<file path="src/rtl/msi_cap_pkg.sv">
`timescale 1ns/1ps
package msi_cap_pkg;

   localparam logic [7:0] MSI_CAP_ID = 8'h05;
   localparam int         MAX_LOG2   = 5;

   typedef enum logic [2:0] {
      REG_HDR     = 3'd0,
      REG_ADDR_LO = 3'd1,
      REG_ADDR_HI = 3'd2,
      REG_DATA    = 3'd3,
      REG_MASK    = 3'd4,
      REG_PEND    = 3'd5
   } msi_reg_e;

   // reserved encodings keep the old value, oversize ones saturate
   function automatic logic [2:0] clamp_alloc(input logic [2:0] wr,
                                              input logic [2:0] cur,
                                              input logic [2:0] cap);
      if (wr > 3'd5)     return cur;
      else if (wr > cap) return cap;
      else               return wr;
   endfunction

endpackage

</file>
<file path="src/rtl/msi_cap_regs.sv">
`timescale 1ns/1ps
module msi_cap_regs
   import msi_cap_pkg::*;
#(
   parameter int          CAP_LOG2 = 5,
   parameter logic [7:0]  NEXT_PTR = 8'h00,
   parameter int          VEC_MAX  = 32
) (
   input  logic               clk,
   input  logic               rst_n,
   input  logic               cfg_we,
   input  logic [2:0]         cfg_addr,
   input  logic [31:0]        cfg_wdata,
   output logic [31:0]        cfg_rdata,
   input  logic [VEC_MAX-1:0] pend_i,
   output logic               en_o,
   output logic [2:0]         mme_o,
   output logic [VEC_MAX-1:0] mask_o,
   output logic [31:0]        addr_lo_o,
   output logic [31:0]        addr_hi_o,
   output logic [15:0]        data_o
);

   localparam logic [2:0] CAP_ENC = 3'(CAP_LOG2);

   logic               en_q;
   logic [2:0]         mme_q;
   logic [31:2]        lo_q;
   logic [31:0]        hi_q;
   logic [15:0]        data_q;
   logic [VEC_MAX-1:0] mask_q;
   logic [15:0]        ctrl_w;
   logic [31:0]        mask_w;
   logic [31:0]        pend_w;
   logic               unused_wdata;

   assign unused_wdata = ^cfg_wdata;

   always_ff @(posedge clk) begin
      if (!rst_n) begin
         en_q   <= 1'b0;
         mme_q  <= 3'd0;
         lo_q   <= '0;
         hi_q   <= '0;
         data_q <= '0;
         mask_q <= '0;
      end else if (cfg_we) begin
         case (msi_reg_e'(cfg_addr))
            REG_HDR: begin
               en_q  <= cfg_wdata[16];
               mme_q <= clamp_alloc(cfg_wdata[22:20], mme_q, CAP_ENC);
            end
            REG_ADDR_LO: lo_q   <= cfg_wdata[31:2];
            REG_ADDR_HI: hi_q   <= cfg_wdata;
            REG_DATA:    data_q <= cfg_wdata[15:0];
            REG_MASK:    mask_q <= cfg_wdata[VEC_MAX-1:0];
            default: ;
         endcase
      end
   end

   assign ctrl_w = {7'b0, 1'b1, 1'b1, mme_q, CAP_ENC, en_q};

   always_comb begin
      mask_w = '0;
      pend_w = '0;
      mask_w[VEC_MAX-1:0] = mask_q;
      pend_w[VEC_MAX-1:0] = pend_i;
   end

   always_comb begin
      case (msi_reg_e'(cfg_addr))
         REG_HDR:     cfg_rdata = {ctrl_w, NEXT_PTR, MSI_CAP_ID};
         REG_ADDR_LO: cfg_rdata = {lo_q, 2'b00};
         REG_ADDR_HI: cfg_rdata = hi_q;
         REG_DATA:    cfg_rdata = {16'h0000, data_q};
         REG_MASK:    cfg_rdata = mask_w;
         REG_PEND:    cfg_rdata = pend_w;
         default:     cfg_rdata = '0;
      endcase
   end

   assign en_o      = en_q;
   assign mme_o     = mme_q;
   assign mask_o    = mask_q;
   assign addr_lo_o = {lo_q, 2'b00};
   assign addr_hi_o = hi_q;
   assign data_o    = data_q;

   // the allocation never exceeds the advertised count
   p_alloc_legal_r3: assert property (@(posedge clk) disable iff (!rst_n)
      mme_q <= CAP_ENC);

endmodule

</file>
<file path="src/rtl/msi_vec_state.sv">
`timescale 1ns/1ps
module msi_vec_state #(
   parameter int NUM_EVT = 32,
   parameter int VEC_MAX = 32,
   parameter int VEC_W   = 5
) (
   input  logic               clk,
   input  logic               rst_n,
   input  logic [NUM_EVT-1:0] evt_i,
   input  logic               active_i,
   input  logic [2:0]         mme_i,
   input  logic [VEC_MAX-1:0] mask_i,
   input  logic               acc_i,
   input  logic [VEC_W-1:0]   acc_vec_i,
   output logic [VEC_MAX-1:0] flag_o
);

   logic [NUM_EVT-1:0] evt_q;
   logic [NUM_EVT-1:0] rise;
   logic [VEC_MAX-1:0] trig;
   logic [VEC_MAX-1:0] lvl;
   logic [5:0]         cnt;

   always_ff @(posedge clk) begin
      if (!rst_n) evt_q <= '0;
      else        evt_q <= evt_i;
   end

   assign rise = evt_i & ~evt_q;
   assign cnt  = 6'd1 << mme_i;

   // fold inputs onto vectors: input i drives vector i mod count
   always_comb begin
      trig = '0;
      lvl  = '0;
      for (int v = 0; v < VEC_MAX; v++) begin
         for (int i = 0; i < NUM_EVT; i++) begin
            if ((i & (int'(cnt) - 1)) == v) begin
               trig[v] = trig[v] | rise[i];
               lvl[v]  = lvl[v]  | evt_i[i];
            end
         end
      end
   end

   for (genvar gv = 0; gv < VEC_MAX; gv++) begin : g_vec
      logic flag_q;
      logic hit_acc;

      assign hit_acc = acc_i && (int'(acc_vec_i) == gv);

      always_ff @(posedge clk) begin
         if (!rst_n)                        flag_q <= 1'b0;
         else if (active_i && trig[gv])     flag_q <= 1'b1;
         else if (hit_acc)                  flag_q <= 1'b0;
         else if (mask_i[gv] && !lvl[gv])   flag_q <= 1'b0;
      end

      assign flag_o[gv] = flag_q;

      // a recorded trigger is never lost in the cycle it arrives
      p_pend_set_r7: assert property (@(posedge clk) disable iff (!rst_n)
         active_i && trig[gv] |=> flag_q);
   end

endmodule

</file>
<file path="src/rtl/msi_msg_arb.sv">
`timescale 1ns/1ps
module msi_msg_arb #(
   parameter int VEC_MAX = 32,
   parameter int VEC_W   = 5
) (
   input  logic               clk,
   input  logic               rst_n,
   input  logic               active_i,
   input  logic [VEC_MAX-1:0] flag_i,
   input  logic [VEC_MAX-1:0] mask_i,
   input  logic [2:0]         mme_i,
   input  logic [31:0]        addr_lo_i,
   input  logic [31:0]        addr_hi_i,
   input  logic [15:0]        data_i,
   input  logic               req_ready_i,
   output logic               req_valid_o,
   output logic [63:0]        req_addr_o,
   output logic [31:0]        req_data_o,
   output logic               req_wide_o,
   output logic               acc_o,
   output logic [VEC_W-1:0]   acc_vec_o
);

   logic [VEC_MAX-1:0] elig;
   logic               any;
   logic [VEC_W-1:0]   pick;
   logic [15:0]        vmask;
   logic [15:0]        msg;

   logic               valid_q;
   logic [VEC_W-1:0]   vec_q;
   logic [63:0]        addr_q;
   logic [31:0]        data_q;
   logic               wide_q;

   always_comb begin
      elig = '0;
      for (int v = 0; v < VEC_MAX; v++)
         elig[v] = flag_i[v] && !mask_i[v] && (v < (32'sd1 <<< mme_i));
   end

   // scan downward so the lowest index is the last one written
   always_comb begin
      any  = 1'b0;
      pick = '0;
      for (int v = VEC_MAX - 1; v >= 0; v--) begin
         if (elig[v]) begin
            any  = 1'b1;
            pick = VEC_W'(v);
         end
      end
   end

   assign vmask = (16'd1 << mme_i) - 16'd1;
   assign msg   = (data_i & ~vmask) | (16'(pick) & vmask);

   always_ff @(posedge clk) begin
      if (!rst_n) begin
         valid_q <= 1'b0;
         vec_q   <= '0;
         addr_q  <= '0;
         data_q  <= '0;
         wide_q  <= 1'b0;
      end else if (valid_q && req_ready_i) begin
         valid_q <= 1'b0;
      end else if (!valid_q && active_i && any) begin
         valid_q <= 1'b1;
         vec_q   <= pick;
         addr_q  <= {addr_hi_i, addr_lo_i};
         data_q  <= {16'h0000, msg};
         wide_q  <= (addr_hi_i != 32'd0);
      end
   end

   assign req_valid_o = valid_q;
   assign req_addr_o  = addr_q;
   assign req_data_o  = data_q;
   assign req_wide_o  = wide_q;
   assign acc_o       = valid_q && req_ready_i;
   assign acc_vec_o   = vec_q;

   // a stalled request keeps its content
   p_hold_r9: assert property (@(posedge clk) disable iff (!rst_n)
      req_valid_o && !req_ready_i |=>
         req_valid_o && $stable(req_addr_o) && $stable(req_data_o));

endmodule

</file>
<file path="src/rtl/msi_cap_gen.sv">
`timescale 1ns/1ps
module msi_cap_gen #(
   parameter int         NUM_EVT  = 32,
   parameter int         CAP_LOG2 = 5,
   parameter logic [7:0] NEXT_PTR = 8'h00
) (
   input  logic               clk,
   input  logic               rst_n,
   input  logic               cfg_we,
   input  logic [2:0]         cfg_addr,
   input  logic [31:0]        cfg_wdata,
   output logic [31:0]        cfg_rdata,
   input  logic               msix_en_i,
   input  logic [NUM_EVT-1:0] evt_i,
   output logic               req_valid_o,
   input  logic               req_ready_i,
   output logic [63:0]        req_addr_o,
   output logic [31:0]        req_data_o,
   output logic               req_wide_o,
   output logic               irq_pin_n_o
);

   localparam int VEC_MAX = 1 << CAP_LOG2;
   localparam int VEC_W   = (CAP_LOG2 == 0) ? 1 : CAP_LOG2;

   if (CAP_LOG2 < 0 || CAP_LOG2 > msi_cap_pkg::MAX_LOG2) begin : g_bad_cap
      $error("CAP_LOG2 must lie in 0..5");
   end
   if (NUM_EVT < 1 || NUM_EVT > 32) begin : g_bad_evt
      $error("NUM_EVT must lie in 1..32");
   end

   logic               en;
   logic [2:0]         mme;
   logic [VEC_MAX-1:0] mask;
   logic [VEC_MAX-1:0] flag;
   logic [31:0]        addr_lo;
   logic [31:0]        addr_hi;
   logic [15:0]        data;
   logic               msi_active;
   logic               acc;
   logic [VEC_W-1:0]   acc_vec;

   assign msi_active = en && !msix_en_i;

   msi_cap_regs #(
      .CAP_LOG2 (CAP_LOG2),
      .NEXT_PTR (NEXT_PTR),
      .VEC_MAX  (VEC_MAX)
   ) u_regs (
      .clk       (clk),
      .rst_n     (rst_n),
      .cfg_we    (cfg_we),
      .cfg_addr  (cfg_addr),
      .cfg_wdata (cfg_wdata),
      .cfg_rdata (cfg_rdata),
      .pend_i    (flag),
      .en_o      (en),
      .mme_o     (mme),
      .mask_o    (mask),
      .addr_lo_o (addr_lo),
      .addr_hi_o (addr_hi),
      .data_o    (data)
   );

   msi_vec_state #(
      .NUM_EVT (NUM_EVT),
      .VEC_MAX (VEC_MAX),
      .VEC_W   (VEC_W)
   ) u_vec (
      .clk       (clk),
      .rst_n     (rst_n),
      .evt_i     (evt_i),
      .active_i  (msi_active),
      .mme_i     (mme),
      .mask_i    (mask),
      .acc_i     (acc),
      .acc_vec_i (acc_vec),
      .flag_o    (flag)
   );

   msi_msg_arb #(
      .VEC_MAX (VEC_MAX),
      .VEC_W   (VEC_W)
   ) u_arb (
      .clk         (clk),
      .rst_n       (rst_n),
      .active_i    (msi_active),
      .flag_i      (flag),
      .mask_i      (mask),
      .mme_i       (mme),
      .addr_lo_i   (addr_lo),
      .addr_hi_i   (addr_hi),
      .data_i      (data),
      .req_ready_i (req_ready_i),
      .req_valid_o (req_valid_o),
      .req_addr_o  (req_addr_o),
      .req_data_o  (req_data_o),
      .req_wide_o  (req_wide_o),
      .acc_o       (acc),
      .acc_vec_o   (acc_vec)
   );

   assign irq_pin_n_o = !((|evt_i) && !en && !msix_en_i);

   // a request only starts while message signalling is active
   p_no_send_off_r10: assert property (@(posedge clk) disable iff (!rst_n)
      $rose(req_valid_o) |-> $past(msi_active));

   // one request in flight, released the cycle after acceptance
   p_single_flight_r9: assert property (@(posedge clk) disable iff (!rst_n)
      req_valid_o && req_ready_i |=> !req_valid_o);

endmodule

</file>
<file path="config.mk">
export PLATFORM = sky130hd
export DESIGN_NAME = msi_cap_gen
export DESIGN_NICKNAME = d
export VERILOG_FILES = /design/src/rtl/msi_cap_pkg.sv /design/src/rtl/msi_cap_regs.sv /design/src/rtl/msi_vec_state.sv /design/src/rtl/msi_msg_arb.sv /design/src/rtl/msi_cap_gen.sv
export SDC_FILE = /design/constraint.sdc
export NUM_CORES = 1
export LEC_CHECK = 0
export BUFFER_PORTS_ARGS = -buffer_cell sky130_fd_sc_hd__buf_2
export CAP_MARGIN = 10
export CORE_MARGIN = 2
export CORE_UTILIZATION = 41
export CTS_CLUSTER_SIZE = 12
export DETAILED_ROUTE_END_ITERATION = 10
export PLACE_DENSITY_LB_ADDON = 0.05
export SLEW_MARGIN = 0
export SYNTH_ARGS = -nofsm -noshare
export SYNTH_HDL_FRONTEND = slang
export SYNTH_SLANG_ARGS = --single-unit
</file>
<file path="constraint.sdc">
create_clock -name clk -period 3.8 [get_ports clk]
set_clock_uncertainty 0.15 [all_clocks]
set_input_delay 0.19 -clock clk [delete_from_list [all_inputs] [get_ports clk]]
set_output_delay 0.19 -clock clk [all_outputs]
set_load 0.02 [all_outputs]
</file>
# Word level (Yosys, flattened, before mapping)
# Cells that the tools add are included.
# totals
mem_count,0
ramBits,0
mem_bits_ro,0
wordCells,1709
regBits,263
in_bits,72
latchBits,0
# op_classes
n_eq_ne,242
n_addsub,2
n_bitwise,431
magnitude_cmp,33
n_shift,3
n_reduce_logical,309
div,0
muxes,645
mul,0
# ops
cell,count
32-bit logical NOT,31
1-bit 2-to-1 mux,612
"6-bit by 32-bit < comparator with 1-bit output, first input constant",16
1-bit bitwise OR,422
"5-bit by 32-bit < comparator with 1-bit output, first input constant",8
32-bit one-hot mux with 6 select lines,1
1-bit logical AND,166
"4-bit == test, second input constant",40
"5-bit == test, second input constant",32
5-bit 2-to-1 mux,32
"4-bit by 32-bit < comparator with 1-bit output, first input constant",4
"3-bit == test, second input constant",42
3-bit nonzero test,32
"4-bit by 3-bit == test with 1-bit output, second input constant",20
"5-bit by 4-bit == test with 1-bit output, second input constant",16
1-bit logical NOT,68
"3-bit by 2-bit == test with 1-bit output, second input constant",22
"3-bit by 32-bit < comparator with 1-bit output, first input constant",2
"2-bit == test, second input constant",20
"4-bit by 2-bit == test with 1-bit output, second input constant",10
"5-bit by 3-bit == test with 1-bit output, second input constant",8
"3-bit by 1-bit == test with 1-bit output, second input constant",11
32-bit bitwise AND,1
"1-bit by 32-bit < comparator with 1-bit output, first input constant",1
24 further kinds,48

# Depth between registers and ports, before layout
# Gate-level depths: netlist (run 1).
# logic_depth
ltp_word,69
ltp_mapped,13
mapped_depth_nobuf,9

# Cells and area by module
# A second synthesis (run 1) with hierarchy kept.
# hier_totals
hier_cells,1712
area_unflattened_um2,13538.0
# modules_own_cells
module,cells_per_inst,area_per_inst_um2,seq_area_each_um2,instances
msi_cap_regs,663,5451.5,2282.2,1
msi_msg_arb,529,4106.4,1741.7,1
msi_vec_state,507,3896.2,1281.2,1
msi_cap_gen,13,83.8,0.0,1

# Least setup slack after synthesis (run 1)
# No wires, ideal clock.
# synth_timing
path_kind,flip-flop to flip-flop
from,"reg u_regs.mme_q[2], in the netlist u_regs.mme_o[2]"
to,reg u_vec.g_vec[0].flag_q
n_path_buf,5
t_required_ps,3534
path_stages_with_launch,14
setup_time_ps,116
t_arrival_ps,2909
slack_ps,624
cell_sequence,dfxtp_1 > buf_6 > clkbuf_1 > clkbuf_1 > clkbuf_1 > or3_1 > ha_1 > inv_1 > clkbuf_1 > a21oi_1 > or4_1 > a21oi_1 > a41oi_1 > a41o_1
# synth_between
elab_chain_len,67
# synth_lines
element,line,text
"start, declared",msi_cap_regs.sv:27,logic [2:0] mme_q;
"start signal, assigned",msi_cap_regs.sv:51,"mme_q <= clamp_alloc(cfg_wdata[22:20], mme_q, CAP_ENC);"
1-bit by 3-bit left shift with 5-bit output *,msi_vec_state.sv:30,assign cnt = 6'd1 << mme_i;
5-bit by 1-bit subtractor with 5-bit output *,n/a,
32-bit logical NOT,msi_vec_state.sv:38,if ((i & (int'(cnt) - 1)) == v) begin
1-bit 2-to-1 mux,msi_vec_state.sv:38,
1-bit bitwise OR,msi_vec_state.sv:40,lvl[v] = lvl[v] | evt_i[i];
1-bit 2-to-1 mux,msi_vec_state.sv:38,
1-bit bitwise OR,msi_vec_state.sv:40,
1-bit 2-to-1 mux,msi_vec_state.sv:38,
[51 not listed],n/a,
1-bit 2-to-1 mux,msi_vec_state.sv:38,
1-bit bitwise OR,msi_vec_state.sv:40,
1-bit 2-to-1 mux,msi_vec_state.sv:38,
1-bit bitwise OR,msi_vec_state.sv:40,
1-bit 2-to-1 mux,msi_vec_state.sv:38,
1-bit logical NOT,msi_vec_state.sv:56,else if (mask_i[gv] && !lvl[gv]) flag_q <= 1'b0;
1-bit logical AND,msi_vec_state.sv:56,
3-bit nonzero test (no line),n/a,
"end signal, assigned",msi_vec_state.sv:54,else if (active_i && trig[gv]) flag_q <= 1'b1;
"end signal, assigned",msi_vec_state.sv:55,else if (hit_acc) flag_q <= 1'b0;
"end signal, assigned",msi_vec_state.sv:56,
"end, declared",msi_vec_state.sv:47,logic flag_q;
# Every way passes the cells marked *; elsewhere a longest branch is shown, timed or not.
# A chain may end at the register's enable or synchronous reset.

# Final worst setup path (run 1)
# layout_timing
from,"reg u_regs.mme_q[2], in the netlist u_regs.mme_o[2]"
to,reg u_vec.g_vec[1].flag_q
# layout_between
elab_chain_len,36
# layout_lines
element,line
1-bit by 3-bit left shift with 5-bit output *,msi_vec_state.sv:30
5-bit by 1-bit subtractor with 5-bit output *,n/a
1-bit 2-to-1 mux,msi_vec_state.sv:38
1-bit bitwise OR,msi_vec_state.sv:40
1-bit 2-to-1 mux,msi_vec_state.sv:38
1-bit bitwise OR,msi_vec_state.sv:40
1-bit 2-to-1 mux,msi_vec_state.sv:38
1-bit bitwise OR,msi_vec_state.sv:40
[20 not listed],n/a
1-bit 2-to-1 mux,msi_vec_state.sv:38
1-bit bitwise OR,msi_vec_state.sv:40
1-bit 2-to-1 mux,msi_vec_state.sv:38
1-bit bitwise OR,msi_vec_state.sv:40
1-bit 2-to-1 mux,msi_vec_state.sv:38
1-bit logical NOT,msi_vec_state.sv:56
1-bit logical AND,msi_vec_state.sv:56
3-bit nonzero test (no line),n/a
"end signal, assigned",msi_vec_state.sv:54
"end signal, assigned",msi_vec_state.sv:55
"end signal, assigned",msi_vec_state.sv:56
"end, declared",msi_vec_state.sv:47
# Marked as above.

==> results of run 1 <==
timing repair:
item / in CTS / in global routing
endpoints found under the hold margin: 154 / 0
endpoints found under the setup margin: 0 / 0
hold buffers: 67 / 0
resized for setup: 0 / 0
metrics by stage:
stage / std cells / hold WS, ns / total power [W] / area (um^2) / utilization
final: 2314 / 0.0921 / 0.00652 / 15700 / 0.513
after global routing: 2313 / 0.129 / 0.00672 / 15700 / 0.513
after CTS: 2313 / 0.107 / 0.00654 / 15700 / 0.513
after detailed placement: 2190 / 0.294 / 0.00340 / 13900 / 0.456
after global placement: 2190 / 0.286 / 0.00340 / 13900 / 0.456
after floorplan: 1696 / 0.162 / 0.00318 / 12800 / -
cells in the mapped netlist, types with 3 or more instances:
master    number  area (um^2)
a21boi_0       5         37.5
nor4_1        11         68.8
or3_1          6         37.5
a32oi_1        6         52.6
inv_1         21         78.8
and2_1        31          194
buf_4         18          135
clkinv_1       3         11.3
and3_1         5         31.3
clkbuf_1      98          368
buf_1          3         11.3
mux2i_1       33          330
a21o_1         5         37.5
o21ai_0       70          350
buf_6          9          101
o21a_1        12         90.1
nor2_1        64          240
nand3_1       28          140
nand2_1      413         1550
a31oi_1        9         56.3
o22ai_1       37          231
mux2_2        15          169
nand4_1        9         56.3
ha_1           4         50.1
or4_1          5         37.5
nor3_1        19         95.1
dfxtp_1      263         5270
o211ai_1       8         60.1
a21oi_1      280         1400
o31ai_1        7         52.6
nor2b_1       52          325
a22oi_1       29          218
a211oi_1       6         45.0
o311ai_0       6         52.6
a221oi_1       5         43.8
nand2b_1      37          231
o41ai_1        4         35.0
state kept, by name (all words and copies together) (netlist names), 3 cells and up:
name                count
u_arb.req_addr_o       62
u_regs.addr_hi_o       32
u_regs.mask_o          32
u_vec.evt_q            32
u_vec.g_vec.flag_q     32
u_regs.lo_q            30
u_arb.req_data_o       16
u_regs.data_o          16
u_arb.acc_vec_o         5
u_regs.mme_o            3
power by group:
group	switching [W]	internal (W)	leakage [nW]
Sequential	0.0000375	0.00280	2.13
Combinational	0.000375	0.000195	3.29
Clock	0.00126	0.00186	0.522
path summary, 6_finish.rpt:
check	start	to	slack, ns	depth (start not counted)
hold / removal	rst_n	u_arb.req_addr_o[5]$_SDFFE_PN0P_	0.09	3
setup / recovery	u_regs.mme_o[2]$_SDFFE_PN0P_	u_vec.g_vec[1].flag_q$_SDFFE_PN0P_	0.65	10
hold reg to reg	u_arb.req_addr_o[20]$_SDFFE_PN0P_	u_arb.req_addr_o[20]$_SDFFE_PN0P_	0.30	2
setup reg to reg	u_regs.mme_o[2]$_SDFFE_PN0P_	u_vec.g_vec[1].flag_q$_SDFFE_PN0P_	0.65	10
cells by family after synthesis:
kind of cell	count (synthesis)	synth area share
fa+ha+maj	4	0.00394
buf+inv	152	0.0556
simple gates	694	0.247
compound gates	517	0.239
flops	263	0.415
mux	48	0.0393
other cells	1	0.000295
area by class of cell:
cell class | instances | area share
Inverter | 24 | 0.00607
Timing Repair Buffer | 293 | 0.123
Clock buffer | 46 | 0.0581
Tap cell | 396 | 0.0316
Antenna cell | 1 | 0.000160
Multi-Input combinational cell | 1281 | 0.435
Clock inverter | 10 | 0.00998
Sequential cell | 263 | 0.336
layer usage:
metal / vias to the layer above / global-route usage / wire length (um)
met2: 594 / 0.496 / 23300
met1: 6310 / 0.430 / 22800
met3: 90 / 0.0559 / 4150
met5: - / 0 / 0
li1: 6251 / - / -
met4: 0 / 0.0937 / 1610
worst max-delay path: stages (launching register included):
cell	delay, ns
dfxtp_1	0.48
nor2_4	0.34
clkinv_1	0.15
ha_1	0.32
buf_4	0.24
buf_4	0.21
nand2_1	0.05
o21ai_0	0.65
nor2_1	0.10
o21ai_0	0.17
a221o_1	0.20
==> results.py, run 1 <==
metrics = {
    "timing": {
        "maxSlewHeadroom": 0.299,
        "fin_ws_ns": 0.647,
        "setup_tns_ns": 0,
        "drv_slew": 0,
        "max_freq_mhz": 317,
        "rsz0062_at_grt": "no",
        "setup_viol": 0,
        "hold_viol": 0,
        "min_period_over_period": 0.830,
        "worst-slew-pin-transition_ns": 1.05,
        "finalCriticalPeriod_ns": 3.15,
    },
    "cts": {
        "post_cts_buffers": 0,
        "clk_latency_ns": 0.58,
        "cts-htree-levels": 1,
        "cts.sinks": 263,
        "cts_made_buffers": 30,
        "cts-root-buf": "clkbuf_16",
        "cts_tree": "built",
        "clkTransAtPathRegs_ns": 0.06,
        "cts.path.max_buffers": 3,
    },
    "finish": {
        "ff_latch_area_um2": 5270,
        "mostFrequentLayoutCells": "413 x nand2_1, 280 x a21oi_1, 263 x dfxtp_1",
        "fin_nets": 1969,
        "areaGrowthSynthToFinish_pct": 23.4,
        "fillCellCount": 3054,
        "multi_input_area_um2": 6810,
        "drive_above_1_share": 0.161,
        "layout.cells.most_common": "nand2_1",
    },
    "detailed_routing": {
        "wl_per_cell_um": 22.4,
        "drc": 0,
        "wl_mm": 51.9,
        "vias_per_cell": 5.72,
        "drt_iter0_drc": 1089,
        "ant_nets": 0,
        "firstDrtPassIters": 5,
        "via_count": 13200,
    },
    "power": {
        "cellLeakagePower_nw": 5.94,
        "irDropWorstVdd_mv": 0.355,
        "pwr_density_cell_nw_per_um2": 416,
    },
    "yosys": {
        "avgSynthCellArea_um2": 7.56,
        "synth_edf_count": 0,
        "ys_seq_elements": 263,
        "synthArstFlopShare": 0,
        "ys_warn_count": 0,
        "ys.flop_type": "dfxtp_1",
        "synth.cell_area_um2": 12700,
        "seq_area_frac_synth": 0.415,
        "ys_types": 68,
        "synthCells": 1679,
    },
    "placed_design": {
        "pre_cts_ws_ns": 0.749,
        "io_buffers": 184,
        "gp_congestion": 0.963,
        "dp_hpwl_mm": 37.8,
    },
    "floorplan": {
        "io-pin-count": 203,
        "core_um2": 30500,
        "rows": 64,
        "die_area_um2": 32400,
        "fp.dieH_um": 180,
        "initial_core_util": 0.416,
        "die-width_um": 180,
    },
    "critical_path": {
        "crit_fanout": 18,
        "crit_type": "register to register",
        "worstPathArrival_ns": 3.53,
        "end_kind": "register",
        "critPathLaunchType": "register",
        "required_ns": 4.17,
    },
    "worst_hold_path": {
        "hold_class": "input pin to register",
    },
    "flow_run": {
        "maxCapViolCount": 0,
    },
    "global_routing": {
        "grt_pass1_wl_mm": 78.8,
        "antenna_found_initial": 1,
        "grtUsageTotal": 0.312,
        "grt_pass1_vias": 12800,
        "grt-ovfl-total": 0,
        "grt_start_max_net_pins": 124,
    },
    "status": {
        "status": "completed",
    },
}
No activity file was read; power rests on OpenSTA's default activity.
==> run 2: changes to the inputs <==
==> constraint.sdc (replaced) <==
create_clock -name clk -period 2.83 [get_ports clk]
set_clock_uncertainty 0.15 [all_clocks]
set_input_delay 0.1415 -clock clk [delete_from_list [all_inputs] [get_ports clk]]
set_output_delay 0.1415 -clock clk [all_outputs]
set_load 0.02 [all_outputs]
==> run 2 against run 1 <==
Core utilization increased by 1.4 points. Global-route usage down 0.28 points. First-iteration DRC count grew 12%. Count of clock-buffer cells in the layout increased by 2. Wire length is 0.23% lower. Sequential share of layout area decreased by 0.90 points. Worst setup slack worse by 0.56 ns. Critical path depth fell by 3. Flip-flop and latch count unchanged. Clock power increased by 26%. Critical endpoint is now u_arb.req_data_o[5]$_SDFFE_PN0P_.
==> results.py, run 2 (synthesized netlist as in run 1, its figures left out) <==
metrics = {
    "detailed_routing": {
        "vias_per_cell": 5.64,
        "ant_nets": 0,
        "drt_iter0_drc": 1216,
        "wl_mm": 51.7,
        "via_count": 13400,
        "firstDrtPassIters": 7,
        "drc": 0,
        "wl_per_cell_um": 21.8,
    },
    "floorplan": {
        "fp.dieH_um": 180,
        "rows": 64,
        "core_um2": 30500,
        "io-pin-count": 203,
        "die_area_um2": 32400,
        "initial_core_util": 0.416,
        "die-width_um": 180,
    },
    "power": {
        "seqPwrFrac": 0.446,
        "power_switching_w": 0.00219,
        "p_int_w": 0.00634,
        "irDropWorstVdd_mv": 0.481,
        "pwr_density_cell_nw_per_um2": 530,
        "cellLeakagePower_nw": 6.23,
        "combPwrFrac": 0.095,
        "clkPwrFrac": 0.460,
        "switching_share": 0.257,
    },
    "worst_hold_path": {
        "hold_class": "input pin to register",
    },
    "cts": {
        "clk_latency_ns": 0.58,
        "cts_tree": "built",
        "cts-htree-levels": 1,
        "post_cts_buffers": 0,
        "cts-root-buf": "clkbuf_16",
        "cts.sinks": 263,
        "clkTransAtPathRegs_ns": 0.06,
        "cts.path.max_buffers": 3,
        "cts_made_buffers": 30,
    },
    "critical_path": {
        "critical_path.top_delay_family": "compound AO/OA/AOI/OAI gates",
        "crit_type": "register to register",
        "required_ns": 3.17,
        "max_stage_delay_ns": 0.47,
        "worstPathArrival_ns": 3.08,
        "critPathBufInv": 2,
        "critPathLaunchType": "register",
        "cp_cell_sequence": "buf_4, o21ai_0, nand3_1, o31a_2, buf_12, o211ai_1, a21oi_1",
        "crit_fanout": 45,
        "end_kind": "register",
        "slowest_stage": "dfxtp_1",
    },
    "finish": {
        "fin_util": 0.528,
        "drive_above_1_share": 0.184,
        "layoutNonFillerInstCount": 2368,
        "largest_reg_flops": 62,
        "areaGrowthSynthToFinish_pct": 26.8,
        "fin_area_um2": 16100,
        "mostFrequentLayoutCells": "413 x nand2_1, 280 x a21oi_1, 262 x dfxtp_1",
        "fin_nets": 2024,
        "layout.cells.most_common": "nand2_1",
    },
    "status": {
        "status": "completed",
    },
    "global_routing": {
        "antenna_found_initial": 1,
        "grt-ovfl-total": 0,
        "grt_pass1_wl_mm": 77.4,
        "grt_pass1_vias": 12800,
        "grt_start_max_net_pins": 83,
        "grtUsageTotal": 0.309,
    },
    "timing": {
        "min_period_over_period": 0.968,
        "hold_viol": 0,
        "drv_slew": 0,
        "finalCriticalPeriod_ns": 2.74,
        "maxSlewHeadroom": 0.330,
        "hold_ws_ns": 0.205,
        "setup_viol": 0,
        "max_freq_mhz": 365,
        "setup_tns_ns": 0,
        "worst-slew-pin-transition_ns": 1.00,
    },
    "placed_design": {
        "gp_congestion": 0.962,
        "dp_hpwl_mm": 38.2,
        "placement.cell_area_um2": 14400,
        "io_buffers": 184,
        "placed_cells": 2243,
    },
    "flow_run": {
        "maxCapViolCount": 0,
    },
}
[run 2: changes by cell type in the layout (fill, tap and decap cells not counted), moves of 2 or more]
| cell | previous run | this run |
|---|---|---|
| buf_12 | 2 | 7 |
| buf_4 | 40 | 88 |
| dlygate4sd3_1 | 67 | 69 |
| bufinv_16 | 3 | 1 |
| clkbuf_1 | 6 | 9 |
[run 2: power by group through the flow]
stage / clock network, W / logic (W) / registers [W]
after floorplan: 0 / 0.000407 / 0.00387
after global placement: 0 / 0.000722 / 0.00389
after detailed placement: 0 / 0.000717 / 0.00389
after CTS: 0.00398 / 0.000792 / 0.00380
after global routing: 0.00415 / 0.000863 / 0.00381
final: 0.00392 / 0.000808 / 0.00380
[run 2: worst paths after layout]
check                                                        from                                end  slack, ns  depth (start not counted)
worst max-delay path                 u_regs.mme_o[2]$_SDFFE_PN0P_   u_arb.req_data_o[5]$_SDFFE_PN0P_       0.09                          7
worst min-delay path                                    evt_i[10]         u_vec.evt_q[10]$_SDFF_PN0_       0.21                          3
worst max register to register       u_regs.mme_o[2]$_SDFFE_PN0P_   u_arb.req_data_o[5]$_SDFFE_PN0P_       0.09                          7
worst min register to register  u_arb.req_addr_o[57]$_SDFFE_PN0P_  u_arb.req_addr_o[57]$_SDFFE_PN0P_       0.30                          2
[run 2: timing repair]
item,in CTS,in global routing
endpoints found under the setup margin,0,17
resized for setup,0,2
hold buffers,69,0
endpoints found under the hold margin,165,0
[run 2: through the flow]
| stage | total power [W] | worst slack (ns) |
|---|---|---|
| 6_report | 0.00853 | 0.0900 |
| 5_1_grt | 0.00882 | -0.00352 |
| 4_1_cts | 0.00858 | 0.0491 |
| 3_5_place_dp | 0.00460 | 0.0776 |
| 3_3_place_gp | 0.00461 | 0.0664 |
| 2_1_floorplan | 0.00428 | 0.00575 |
[run 2: metal layers]
metal  track usage  part of all wire
met5             0                 0
met4        0.0797             0.025
met3        0.0707             0.084
met2         0.499              0.46
met1         0.416              0.43
[run 2: final cells by class]
cell class,instances,area (um^2)
Tap cell,396,495
Timing Repair Buffer,348,2410
Sequential cell,263,5270
Clock inverter,7,88.8
Antenna cell,1,2.50
Clock buffer,48,908
Fill cell,3088,14400
Multi-Input combinational cell,1281,6830
Inverter,24,95.1
[run 2: worst reg2reg max path: stages, from the launching register on]
cell and delay (ns):
dfxtp_1 0.47, buf_4 0.45, o21ai_0 0.35, nand3_1 0.30, o31a_2 0.38, buf_12 0.27, o211ai_1 0.14, a21oi_1 0.15
==> run 3: changes to the inputs <==
--- a/config.mk
+++ b/config.mk
@@ -11,6 +11,7 @@
 export CORE_UTILIZATION = 41
 export CTS_CLUSTER_SIZE = 12
 export DETAILED_ROUTE_END_ITERATION = 10
+export MAX_ROUTING_LAYER = met4
 export PLACE_DENSITY_LB_ADDON = 0.05
 export SLEW_MARGIN = 0
 export SYNTH_ARGS = -nofsm -noshare
==> run 3 against run 2 <==
Core utilization is 0.90 points higher. Worst hold slack better by 0.023 ns. Count of clock-buffer cells in the layout is 7 lower. Critical path type unchanged. Sequential power hardly changed. Combinational power is 4.3% higher. Largest power group unchanged. Die area stayed put.
==> results.py, run 3 (synthesized netlist as in run 1, its figures left out) <==
metrics = {
    "global_routing": {
        "antenna_found_initial": 3,
        "grtUsageMet3": 0.0685,
        "grtUsageTotal": 0.326,
        "grt_start_max_net_pins": 86,
        "grt-ovfl-total": 0,
        "grt_use_met1": 0.427,
        "grt_pass1_vias": 13100,
        "grt_pass1_wl_mm": 79.9,
        "busiest_layer": "met2",
        "use_met2": 0.513,
    },
    "flow_run": {
        "maxCapViolCount": 0,
    },
    "critical_path": {
        "r2r_setup_slack_ns": 0.06,
        "endpoint": "u_vec.g_vec[1].flag_q$_SDFFE_PN0P_",
        "end_kind": "register",
        "r2r-end": "u_vec.g_vec[1].flag_q$_SDFFE_PN0P_",
        "max_stage_delay_ns": 0.52,
        "cp-startpoint": "u_regs.mme_o[1]$_SDFFE_PN0P_",
        "slowest_stage": "dfxtp_1",
        "cp_common_cell": "a21oi_1",
        "critPathLaunchType": "register",
        "worstRegToRegCells": 10,
        "crit_type": "register to register",
        "crit_fanout": 15,
        "cp_cell_sequence": "inv_1, or3_4, ha_4, buf_4, a21oi_1, o221ai_1, a21oi_1, o31ai_1, o2111a_1, a221o_1",
        "worstPathArrival_ns": 3.08,
        "r2r-start": "u_regs.mme_o[1]$_SDFFE_PN0P_",
        "required_ns": 3.13,
    },
    "power": {
        "cellLeakagePower_nw": 6.38,
        "irDropWorstVdd_mv": 0.496,
        "pwr_density_cell_nw_per_um2": 530,
    },
    "finish": {
        "drive_above_1_share": 0.184,
        "fillCellCount": 3030,
        "areaGrowthSynthToFinish_pct": 29.0,
        "layoutNonFillerInstCount": 2392,
        "largest_reg_flops": 62,
        "layout.cells.most_common": "nand2_1",
        "fin_nets": 2050,
        "mostFrequentLayoutCells": "413 x nand2_1, 280 x a21oi_1, 263 x dfxtp_1",
    },
    "cts": {
        "cts_made_buffers": 30,
        "cts_tree": "built",
        "post_cts_buffers": 0,
        "clk_latency_ns": 0.57,
        "cts.path.max_buffers": 3,
        "clkTransAtPathRegs_ns": 0.06,
        "cts-htree-levels": 1,
        "cts.sinks": 263,
        "cts-root-buf": "clkbuf_16",
    },
    "floorplan": {
        "die-width_um": 180,
        "fp.dieH_um": 180,
        "initial_core_util": 0.416,
        "io-pin-count": 203,
        "core_um2": 30500,
        "rows": 64,
        "die_area_um2": 32400,
    },
    "timing": {
        "worst-slew-pin-transition_ns": 1.02,
        "setup_viol": 0,
        "min_period_over_period": 0.980,
        "max_freq_mhz": 361,
        "hold_viol": 0,
        "hold_ws_ns": 0.228,
        "rsz0062_at_grt": "yes",
        "drv_slew": 0,
        "maxSlewHeadroom": 0.319,
        "finalCriticalPeriod_ns": 2.77,
    },
    "detailed_routing": {
        "vias_per_cell": 5.70,
        "wl_per_cell_um": 22.1,
        "via_count": 13600,
        "drt_iter0_drc": 1287,
        "ant_nets": 0,
        "firstDrtPassIters": 5,
        "drc": 0,
        "wl_mm": 52.9,
    },
    "placed_design": {
        "dp_hpwl_mm": 39.1,
        "io_buffers": 184,
        "placed_cells": 2248,
        "gp_congestion": 0.955,
    },
    "status": {
        "status": "completed",
    },
    "worst_hold_path": {
        "hold_class": "input pin to register",
    },
}
## run 3: how the worst min path moves through the flow
stage | startpoint | to | cells after the start
after global placement | evt_i[0] | u_vec.evt_q[0]$_SDFF_PN0_ | 2
final | cfg_addr[2] | u_regs.en_o$_SDFFE_PN0P_ | 4
after global routing | cfg_wdata[27] | u_regs.lo_q[27]$_SDFFE_PN0P_ | 4
after floorplan | evt_i[0] | u_vec.evt_q[0]$_SDFF_PN0_ | 1
after CTS | cfg_addr[2] | u_regs.en_o$_SDFFE_PN0P_ | 4
after detailed placement | evt_i[14] | u_vec.evt_q[14]$_SDFF_PN0_ | 2
## run 3: area by class of cell
cell class	count	area (um^2)	share of cell area
Timing Repair Buffer	374	2660	0.162
Inverter	24	95.1	0.00581
Antenna cell	2	5.00	0.000306
Clock inverter	11	180	0.0110
Clock buffer	41	842	0.0514
Sequential cell	263	5270	0.322
Tap cell	396	495	0.0303
Multi-Input combinational cell	1281	6830	0.417
## run 3: critical path: cells and delay by family, from the launching register on
family                     cells  cell delay [ns]
AOI/OAI and AO/OA              6             1.08
adders and majority gates      1             0.23
buffers and inverters          2             0.30
DFF                            1             0.52
and+or+nand+nor                1             0.40
## run 3: what timing repair did
item,4_1_cts,5_1_grt
hold endpoints to repair,156,0
hold buffers,90,0
setup endpoints to repair,0,11
gates resized for setup,0,2
## run 3: per-stage QoR
step                power, W  worst slack [ns]  cell area [um^2]  utilization  TNS [ns]
floorplan            0.00428           0.00575             12800            -         0
global placement     0.00461            0.0786             14400        0.473         0
detailed placement   0.00461            0.0203             14400        0.473         0
CTS                  0.00872           0.00328             16400        0.536         0
global route         0.00897          -0.00950             16400        0.537   -0.0100
finish               0.00868            0.0576             16400        0.537         0
## run 3: where the power goes
part           switching (W)  leakage (nW)  internal, W
sequential         0.0000448          2.13      0.00376
combinational       0.000528          3.74     0.000314
clock                0.00160         0.504      0.00244
total                0.00217          6.38      0.00651
## run 3: metal layers
layer  wire length [um]  vias to the layer above
met3               4360                       79
li1                   -                     6422
met2              24300                      571
met4               1360                        0
met5                  0                        -
met1              22900                     6560
